$ cat src/rtl/cpr_pkg.sv
package cpr_pkg;
  localparam int WORD_W  = 32;
  localparam int NBYTES  = WORD_W / 8;
  localparam int UP_W    = 20;
  localparam int LO_W    = WORD_W - UP_W;
  localparam logic [6:0] OPC_UPPER = 7'h37;
  localparam logic [6:0] OPC_ADDIMM = 7'h13;

  function automatic logic is_upper(input logic [WORD_W-1:0] w);
    return w[6:0] == OPC_UPPER;
  endfunction

  function automatic logic is_addimm(input logic [WORD_W-1:0] w);
    return (w[6:0] == OPC_ADDIMM) && (w[14:12] == 3'd0);
  endfunction
endpackage

$ cat src/rtl/cpr_pair_detect.sv
module cpr_pair_detect
  import cpr_pkg::*;
(
  input  logic              arm,
  input  logic [WORD_W-1:0] prev_word,
  input  logic [WORD_W-1:0] next_word,
  output logic              hit
);
  logic [4:0] dst_reg;
  always_comb begin
    dst_reg = prev_word[11:7];
    hit = arm && is_upper(prev_word) && is_addimm(next_word)
          && (next_word[11:7] == dst_reg) && (next_word[19:15] == dst_reg);
  end
endmodule

$ cat src/rtl/cpr_imm_encoder.sv
module cpr_imm_encoder
  import cpr_pkg::*;
(
  input  logic [WORD_W-1:0] target,
  input  logic [WORD_W-1:0] upper_in,
  input  logic [WORD_W-1:0] addimm_in,
  output logic [WORD_W-1:0] upper_out,
  output logic [WORD_W-1:0] addimm_out
);
  logic [UP_W-1:0] up_part;
  logic [LO_W-1:0] lo_part;
  always_comb begin
    lo_part = target[LO_W-1:0];
    // the low part is sign extended when added, so bias the upper part
    up_part = target[WORD_W-1:LO_W] + {{(UP_W-1){1'b0}}, lo_part[LO_W-1]};
    upper_out  = {up_part, upper_in[LO_W-1:0]};
    addimm_out = {lo_part, addimm_in[WORD_W-LO_W-1:0]};
  end
endmodule

$ cat src/rtl/cpr_readback_check.sv
module cpr_readback_check
  import cpr_pkg::*;
(
  input  logic              clk,
  input  logic              rst_n,
  input  logic              capture,
  input  logic [WORD_W-1:0] exp_upper,
  input  logic [WORD_W-1:0] exp_addimm,
  input  logic              out_fire,
  input  logic [WORD_W-1:0] out_word,
  output logic              err
);
  logic              pend_up_q, pend_up_d;
  logic              pend_ad_q, pend_ad_d;
  logic [WORD_W-1:0] e_up_q, e_up_d;
  logic [WORD_W-1:0] e_ad_q, e_ad_d;
  logic              err_q, err_d;

  always_comb begin
    pend_up_d = pend_up_q;
    pend_ad_d = pend_ad_q;
    e_up_d    = e_up_q;
    e_ad_d    = e_ad_q;
    err_d     = err_q;
    if (out_fire) begin
      if (pend_up_q) begin
        err_d     = err_q | (out_word != e_up_q);
        pend_up_d = 1'b0;
      end else if (pend_ad_q) begin
        err_d     = err_q | (out_word != e_ad_q);
        pend_ad_d = 1'b0;
      end
    end
    if (capture) begin
      pend_up_d = 1'b1;
      pend_ad_d = 1'b1;
      e_up_d    = exp_upper;
      e_ad_d    = exp_addimm;
    end
  end

  always_ff @(posedge clk or negedge rst_n) begin
    if (!rst_n) begin
      pend_up_q <= 1'b0;
      pend_ad_q <= 1'b0;
      e_up_q    <= '0;
      e_ad_q    <= '0;
      err_q     <= 1'b0;
    end else begin
      pend_up_q <= pend_up_d;
      pend_ad_q <= pend_ad_d;
      e_up_q    <= e_up_d;
      e_ad_q    <= e_ad_d;
      err_q     <= err_d;
    end
  end

  assign err = err_q;
endmodule

$ cat src/rtl/const_pair_rewriter.sv
module const_pair_rewriter
  import cpr_pkg::*;
#(
  parameter int ADDR_W = 32
) (
  input  logic              clk,
  input  logic              rst_n,
  input  logic [WORD_W-1:0] cfg_target,
  input  logic              in_valid,
  output logic              in_ready,
  input  logic [WORD_W-1:0] in_word,
  input  logic [ADDR_W-1:0] in_addr,
  input  logic              in_last,
  output logic              out_valid,
  input  logic              out_ready,
  output logic [WORD_W-1:0] out_word,
  output logic [WORD_W-1:0] out_le,
  output logic [ADDR_W-1:0] out_addr,
  output logic              out_last,
  output logic              patch_done,
  output logic              not_found,
  output logic              verify_err
);
  // reset: asserted asynchronously, released on the clock
  logic [1:0] rst_sync_q;
  logic       srst_n;
  always_ff @(posedge clk or negedge rst_n) begin
    if (!rst_n) rst_sync_q <= 2'b00;
    else        rst_sync_q <= {rst_sync_q[0], 1'b1};
  end
  assign srst_n = rst_sync_q[1];

  // hold stage (one word look-behind) and output stage
  logic              h_vld_q, h_vld_d, h_last_q, h_last_d;
  logic [WORD_W-1:0] h_word_q, h_word_d;
  logic [ADDR_W-1:0] h_addr_q, h_addr_d;
  logic              r_vld_q, r_vld_d, r_last_q, r_last_d;
  logic [WORD_W-1:0] r_word_q, r_word_d;
  logic [ADDR_W-1:0] r_addr_q, r_addr_d;
  logic              found_q, found_d, sof_q, sof_d;
  logic              done_q, done_d, nf_q, nf_d;

  logic              r_free, h_adv, in_fire, hit, arm;
  logic [WORD_W-1:0] new_upper, new_addimm;

  always_comb begin
    r_free   = !r_vld_q || out_ready;
    h_adv    = h_vld_q && (in_valid || h_last_q) && r_free;
    in_ready = !h_vld_q || h_adv;
    in_fire  = in_valid && in_ready;
    arm      = in_fire && h_vld_q && !h_last_q && !found_q;
  end

  cpr_pair_detect u_detect (
    .arm       (arm),
    .prev_word (h_word_q),
    .next_word (in_word),
    .hit       (hit)
  );

  cpr_imm_encoder u_encode (
    .target     (cfg_target),
    .upper_in   (h_word_q),
    .addimm_in  (in_word),
    .upper_out  (new_upper),
    .addimm_out (new_addimm)
  );

  always_comb begin
    h_vld_d  = h_vld_q;
    h_word_d = h_word_q;
    h_addr_d = h_addr_q;
    h_last_d = h_last_q;
    if (in_fire) begin
      h_vld_d  = 1'b1;
      h_word_d = hit ? new_addimm : in_word;
      h_addr_d = in_addr;
      h_last_d = in_last;
    end else if (h_adv) begin
      h_vld_d  = 1'b0;
    end

    r_vld_d  = r_vld_q;
    r_word_d = r_word_q;
    r_addr_d = r_addr_q;
    r_last_d = r_last_q;
    if (h_adv) begin
      r_vld_d  = 1'b1;
      r_word_d = hit ? new_upper : h_word_q;
      r_addr_d = h_addr_q;
      r_last_d = h_last_q;
    end else if (out_ready) begin
      r_vld_d  = 1'b0;
    end

    found_d = found_q;
    sof_d   = sof_q;
    done_d  = done_q;
    nf_d    = nf_q;
    if (in_fire) begin
      sof_d   = in_last;
      found_d = in_last ? 1'b0 : (found_q || hit);
      if (in_last) begin
        done_d = found_q || hit;
        nf_d   = !(found_q || hit);
      end else if (sof_q) begin
        done_d = 1'b0;
        nf_d   = 1'b0;
      end
    end
  end

  always_ff @(posedge clk or negedge srst_n) begin
    if (!srst_n) begin
      h_vld_q  <= 1'b0;
      h_word_q <= '0;
      h_addr_q <= '0;
      h_last_q <= 1'b0;
      r_vld_q  <= 1'b0;
      r_word_q <= '0;
      r_addr_q <= '0;
      r_last_q <= 1'b0;
      found_q  <= 1'b0;
      sof_q    <= 1'b1;
      done_q   <= 1'b0;
      nf_q     <= 1'b0;
    end else begin
      h_vld_q  <= h_vld_d;
      h_word_q <= h_word_d;
      h_addr_q <= h_addr_d;
      h_last_q <= h_last_d;
      r_vld_q  <= r_vld_d;
      r_word_q <= r_word_d;
      r_addr_q <= r_addr_d;
      r_last_q <= r_last_d;
      found_q  <= found_d;
      sof_q    <= sof_d;
      done_q   <= done_d;
      nf_q     <= nf_d;
    end
  end

  cpr_readback_check u_readback (
    .clk        (clk),
    .rst_n      (srst_n),
    .capture    (hit),
    .exp_upper  (new_upper),
    .exp_addimm (new_addimm),
    .out_fire   (r_vld_q && out_ready),
    .out_word   (r_word_q),
    .err        (verify_err)
  );

  // little-endian byte view: lowest-addressed byte in the top lane
  for (genvar b = 0; b < NBYTES; b++) begin : g_le
    assign out_le[WORD_W-1-8*b -: 8] = r_word_q[8*b +: 8];
  end

  assign out_valid  = r_vld_q;
  assign out_word   = r_word_q;
  assign out_addr   = r_addr_q;
  assign out_last   = r_last_q;
  assign patch_done = done_q;
  assign not_found  = nf_q;
endmodule

$ cat config.mk
export PLATFORM = sky130hd
export DESIGN_NAME = const_pair_rewriter
export DESIGN_NICKNAME = d
export VERILOG_FILES = /design/src/rtl/cpr_pkg.sv /design/src/rtl/cpr_pair_detect.sv /design/src/rtl/cpr_imm_encoder.sv /design/src/rtl/cpr_readback_check.sv /design/src/rtl/const_pair_rewriter.sv
export SDC_FILE = /design/constraint.sdc
export NUM_CORES = 1
export LEC_CHECK = 0
export ABC_AREA = 1
export BUFFER_PORTS_ARGS = -buffer_cell sky130_fd_sc_hd__buf_2
export CAP_MARGIN = 20
export CORE_MARGIN = 3
export CORE_UTILIZATION = 45
export CTS_CLUSTER_SIZE = 10
export DETAILED_ROUTE_END_ITERATION = 7
export PLACE_DENSITY_LB_ADDON = 0.12
export SYNTH_ARGS = -nofsm -noshare
export SYNTH_HDL_FRONTEND = slang
export SYNTH_SLANG_ARGS = --single-unit
$ cat constraint.sdc
create_clock -name clk -period 6.53 [get_ports clk]
set_input_delay 1.306 -clock clk [delete_from_list [all_inputs] [get_ports clk]]
set_output_delay 1.306 -clock clk [all_outputs]
set_load 0.05 [all_outputs]
Word level (Yosys, flattened, before mapping)
Index checks and enable logic that the tools add are counted.
{"block": "classes", "reduce_logical": 30, "n_bitwise": 2, "n_addsub": 1, "muxes": 17, "n_eq_ne": 7}
{"op": "2-to-1 mux 32 bit", "n": 2}
{"op": "!= test 32 bit", "n": 2}
{"op": "adder 20 x 1 -> 20 bit", "n": 1}
{"op": "2-to-1 mux 1 bit", "n": 15}
{"op": "logical AND 1 bit", "n": 12}
{"op": "== test 5 bit", "n": 2}
{"op": "nonzero test 2 bit", "n": 5}
{"op": "== test 7 x 5 -> 1 bit, second input constant", "n": 1}
{"op": "== test 7 x 6 -> 1 bit, second input constant", "n": 1}
{"op": "AND reduction 2 bit", "n": 3}
{"op": "logical NOT 1 bit", "n": 5}
{"op": "logical OR 1 bit", "n": 4}
{"op": "logical NOT 3 bit", "n": 1}
{"op": "!= test 2 bit, second input constant", "n": 1}
{"op": "bitwise OR 1 bit", "n": 2}
{"block": "totals", "wordCells": 75, "ff_bits": 205, "output_inout_bits": 102, "input_bits": 101}

Logic depth before layout (Yosys ltp)
{"block": "depth", "depth_word": 15, "mapped_depth": 15, "mapped_depth_nobuf": 13}

By module
From an unflattened synthesis, not the netlist that was laid out.
{"block": "unflattened", "cells_unflattened": 1422, "hier_area_um2": 10951.8}
{"mod": "const_pair_rewriter", "instances": 1, "area_per_inst_um2": 6133.4, "seq_area_each_um2": 3454.6, "cells_each": 665}
{"mod": "cpr_readback_check", "instances": 1, "area_per_inst_um2": 3624.7, "seq_area_each_um2": 1676.6, "cells_each": 529}
{"mod": "cpr_imm_encoder", "instances": 1, "area_per_inst_um2": 875.8, "seq_area_each_um2": 0.0, "cells_each": 147}
{"mod": "cpr_pair_detect", "instances": 1, "area_per_inst_um2": 317.8, "seq_area_each_um2": 0.0, "cells_each": 81}

Worst setup path before layout
OpenSTA, ideal clock, no wires.
{"block": "synth_timing", "path_kind": "input to output", "startpoint": "input port in_valid", "endpoint": "output port in_ready", "required_ns": 5.224, "setup_slack_ns": 3.381, "cell_stages": 4, "path_buffers": 0, "arrival_time_ns": 1.843, "path_cell_list": "inv_1 a21oi_2 nand2_2 nand2_2"}
{"block": "synth_between", "elab_chain_len": 4}
{"item": "start: declaration", "line_no": "const_pair_rewriter.sv:9", "rtl": "input logic in_valid,"}
{"item": "logical OR 1 bit", "line_no": "const_pair_rewriter.sv:48", "rtl": "h_adv = h_vld_q && (in_valid || h_last_q) && r_free;"}
{"item": "logical AND 1 bit (2 in a row)", "line_no": "const_pair_rewriter.sv:48"}
{"item": "logical OR 1 bit", "line_no": "const_pair_rewriter.sv:49", "rtl": "in_ready = !h_vld_q || h_adv;"}
{"item": "end: declaration", "line_no": "const_pair_rewriter.sv:10", "rtl": "output logic in_ready,"}
No other way between the ends.

Worst setup path in the final report
{"block": "layout_timing", "startpoint": "input port in_valid", "endpoint": "register h_word_q[30]"}
{"block": "layout_between", "elab_chain_len": 13}
{"item": "logical OR 1 bit", "line_no": "const_pair_rewriter.sv:48"}
{"item": "logical AND 1 bit (2 in a row)", "line_no": "const_pair_rewriter.sv:48"}
{"item": "logical OR 1 bit", "line_no": "const_pair_rewriter.sv:49"}
{"item": "logical AND 1 bit (*)", "line_no": "const_pair_rewriter.sv:50", "rtl": "in_fire = in_valid && in_ready;"}
{"item": "logical AND 1 bit (3 in a row)", "line_no": "const_pair_rewriter.sv:51", "rtl": "arm = in_fire && h_vld_q && !h_last_q && !found_q;"}
{"item": "logical AND 1 bit (2 in a row)", "line_no": "cpr_pair_detect.sv:12", "rtl": "hit = arm && is_upper(prev_word) && is_addimm(next_word)"}
{"item": "logical AND 1 bit (2 in a row)", "line_no": "cpr_pair_detect.sv:13", "rtl": "&& (next_word[11:7] == dst_reg) && (next_word[19:15] == dst_reg);"}
{"item": "2-to-1 mux 32 bit", "line_no": "const_pair_rewriter.sv:76", "rtl": "h_word_d = hit ? new_addimm : in_word;"}
{"item": "end signal: assignment", "line_no": "const_pair_rewriter.sv:129", "rtl": "h_word_q <= h_word_d;"}
{"item": "end: declaration", "line_no": "const_pair_rewriter.sv:35", "rtl": "logic [WORD_W-1:0] h_word_q, h_word_d;"}
Mark *: on every way between the ends. The rest lies on a longest branch, timed or not.
A chain may end at the register's enable or synchronous reset.

==> metrics <==
CP Launch Type=input port; Fin. Hold Viols=0; CTS Buf Count=25; row cnt=between 50 and 60; top-count cell post-synth=nand2_1; initial DRC count=434; Seq pwr share=0.357; drt first pass iters=5; CTS tree=done; vias in the first global route=about 8.5k; fin crit period=between 3000 and 4000 ps; switching share of power=0.468; R2R cell count=12; htree depth=1; Synth Area per Inst=around 7.4 um^2; DIE AREA=0.0241 mm^2; post-CTS resize count=0; setup bufs post-CTS=0; Filler Cells Inserted=approximately 2.1k; CP Max Fanout=80; crit path from=in_valid; setup TNS=0 ps; die height=155 um; Worst path most repeated cell=nand2_1; Overflow after GRT=0; crit path kind=in -> reg; slowest CP cell=nand3_2; DRC=0; WL per Instance=about 16 um; Clock Latency Late Sink=~520 ps; Mapped Nets=1454; Slew @ Worst Pin=approximately 940 ps; # setup viols final=0; synth cell count leaders=nand2_1, dfrtp_1, inv_1; CP cell instances=buf_2 -> inv_1 -> a21oi_2 -> nand2_2 -> nand2_2 -> nand2_4 -> inv_2 -> nand3_2 -> buf_4 -> nand2_1 -> nand2_1 -> nand2_1 -> nand2_1; root buffer cell=clkbuf_16; Post-Route WL=28400 um; PortBufs=about 200; unrepaired setup endpoints after global routing=false; asr flop ratio synth=1.00; die width=approximately 160 um; reg-to-reg slack, setup=~3400 ps; status=finished clean; Max Freq=275 MHz; Antenna Violating Nets Remaining=0; GRT Total Usage=0.232; Synth area leader=dfrtp_1; Crit path max-delay family=simple AND/OR/NAND/NOR gates; Crit. path cell count=13; CP Data Required Time=6940 ps; initial antenna violation count=6; r2r endpoint=h_word_q[30]$_DFFE_PN0P_; DPL Wire Length=approximately 19000 um; leakage=~6.8 nW; Max rail drop VDD=roughly 0.00038 V; Hold WC Path Type=reg -> async; top_reg_cell synth=dfrtp_1; post-synthesis sequential area ratio=0.512; Post-synth EDFFs=0; max-cap violations=0; layout net count=1612; clock buffer depth=3; Initial Utilization=0.468; pwr dens=about 470 mW/mm^2; post-synth top area share=0.509; layout cells sized above 1=0.174; max incr delay on CP=between 700 and 800 ps; Max-slew headroom=0.371; max-slew violation count=0; Gate power share=0.417; CP bufs+invs=4; vias=~9k; Layout area overhead=17.5%; hold_buf cts=0; post-DR vias/cell=slightly below 5; routability cong.=around 0.87; Final Cell Area=roughly 0.012 mm^2; Yosys warning count=0; Psw=2.58 mW; Synth Register Bits=approximately 210; Worst EP arrival=4040 ps; Netlist cell types=31; first-pass GRT wire length=44900 um; clk sinks=205; Critical Path End Type=flip-flop; area of the mapped netlist=approximately 0.01 mm^2; Setup Skew=13.2 ps; Synth area leaders=dfrtp_1, nand2_1, inv_1; core box area=roughly 0.021 mm^2; Power Internal=2.93 mW; Clock Power Share=0.226; CTS clk-pin slew, worst paths=roughly 60 ps; I/O Pins=203; largest net degree at the start of global routing=129; Reg-to-Reg Start=h_vld_q$_DFFE_PN0P_; DP Area=about 0.011 mm^2; post-synthesis instance total=roughly 1.4k; crit path to=h_word_q[30]$_DFFE_PN0P_; Final Cycle Share=0.557
-- flip-flops by register name, indices dropped and copies added (netlist names), 2 cells and up --
signal and count:
h_addr_q 32, h_word_q 32, out_addr 32, out_word 32, u_readback.e_ad_q 32, u_readback.e_up_q 32
rst_sync_q 2
-- per-layer routing --
layer	wire length, um	vias up	GRT usage
li1	-	4423	-
met1	13000	4137	0.325
met2	13300	201	0.375
met3	1420	49	0.0442
met4	681	10	0.0584
met5	48	-	0
-- worst min path at each step --
stage	startpoint	to	slack (ps)
6_report	rst_sync_q[1]$_DFF_PN0_	out_addr[29]$_DFFE_PN0P_	140
5_1_grt	rst_sync_q[1]$_DFF_PN0_	out_addr[29]$_DFFE_PN0P_	150
4_1_cts	rst_sync_q[0]$_DFF_PN0_	rst_sync_q[1]$_DFF_PN0_	360
3_5_place_dp	rst_sync_q[0]$_DFF_PN0_	rst_sync_q[1]$_DFF_PN0_	350
3_3_place_gp	rst_sync_q[0]$_DFF_PN0_	rst_sync_q[1]$_DFF_PN0_	340
2_1_floorplan	rst_sync_q[0]$_DFF_PN0_	rst_sync_q[1]$_DFF_PN0_	330
-- power by group through the flow --
stage               sequential, mW  combinational (mW)  clock [mW]
detailed placement            1.99                2.31           0
global route                  2.02                2.50        1.33
CTS                           1.97                2.31        1.28
global placement              1.99                2.28           0
finish                        1.97                2.30        1.25
floorplan                     2.55                1.22           0
-- stage by stage --
stage | hold slack [ps] | power [mW] | instances | utilization | setup WS (ps)
detailed placement | 349 | 4.30 | 1755 | 0.513 | 2330
floorplan | 331 | 3.77 | 1351 | - | 396
global route | 151 | 5.85 | 1801 | 0.549 | 2530
global placement | 338 | 4.27 | 1755 | 0.513 | 2400
finish | 136 | 5.52 | 1801 | 0.549 | 2890
CTS | 361 | 5.57 | 1798 | 0.547 | 2870
-- cells in the final DEF, fill, tap and decap left out --
cell | synthesis | routed
nor3_1 | 1 | 1
nand2_1 | 703 | 703
dfrtp_4 | 0 | 1
nor2_1 | 64 | 63
diode_2 | 0 | 1
clkbuf_16 | 0 | 25
inv_1 | 95 | 95
o21a_1 | 1 | 1
conb_1 | 1 | 1
nand4_1 | 7 | 7
clkbuf_1 | 28 | 13
buf_2 | 17 | 202
a21oi_2 | 1 | 1
nand3b_1 | 18 | 18
nand3_1 | 69 | 69
nand2_2 | 3 | 3
nand2_4 | 1 | 1
buf_12 | 0 | 1
xor2_1 | 7 | 7
and2_1 | 1 | 1
dfrtp_2 | 0 | 1
a21oi_1 | 8 | 8
nor2_2 | 2 | 3
buf_4 | 34 | 8
buf_16 | 0 | 2
nand3_2 | 1 | 1
xnor2_1 | 11 | 11
clkbuf_8 | 0 | 2
inv_6 | 0 | 1
dfrtp_1 | 204 | 202
ha_1 | 2 | 2
a21o_1 | 1 | 1
or2_2 | 8 | 8
dfstp_2 | 1 | 1
clkinv_2 | 0 | 2
inv_2 | 1 | 2
o21ai_0 | 57 | 57
-- cell families (layout without fill, tap and decap cells) --
logic type | after synthesis | count (layout) | share of synthesized area
AND/OR/NAND/NOR | 878 | 878 | 0.351
flip-flops | 205 | 205 | 0.512
buffers and inverters | 179 | 353 | 0.0834
AO/OA/AOI/OAI | 68 | 68 | 0.0348
XOR/XNOR | 18 | 18 | 0.0157
adder cells (fa/ha/maj) | 2 | 2 | 0.00250
other | 1 | 2 | 0.000374
-- worst register-to-register path, cell delays in order, from the launching register on --
cell	delay, ps
dfrtp_1	410
inv_1	110
a21oi_2	120
nand2_2	70
nand2_2	100
nand2_4	480
inv_2	240
nand3_2	740
buf_4	530
nand2_1	100
nand2_1	50
nand2_1	50
nand2_1	50
-- final cells by class --
type	count	area, um^2	area share
flip-flops and latches	205	5140	0.436
multi-input cells	967	4060	0.345
repair buffers	213	1150	0.0974
clock buffers	40	702	0.0596
inverters	97	364	0.0309
well taps	275	344	0.0292
clock inverters	3	18.8	0.00159
diodes	1	2.50	0.000213
(Power assumes the default switching activity.)
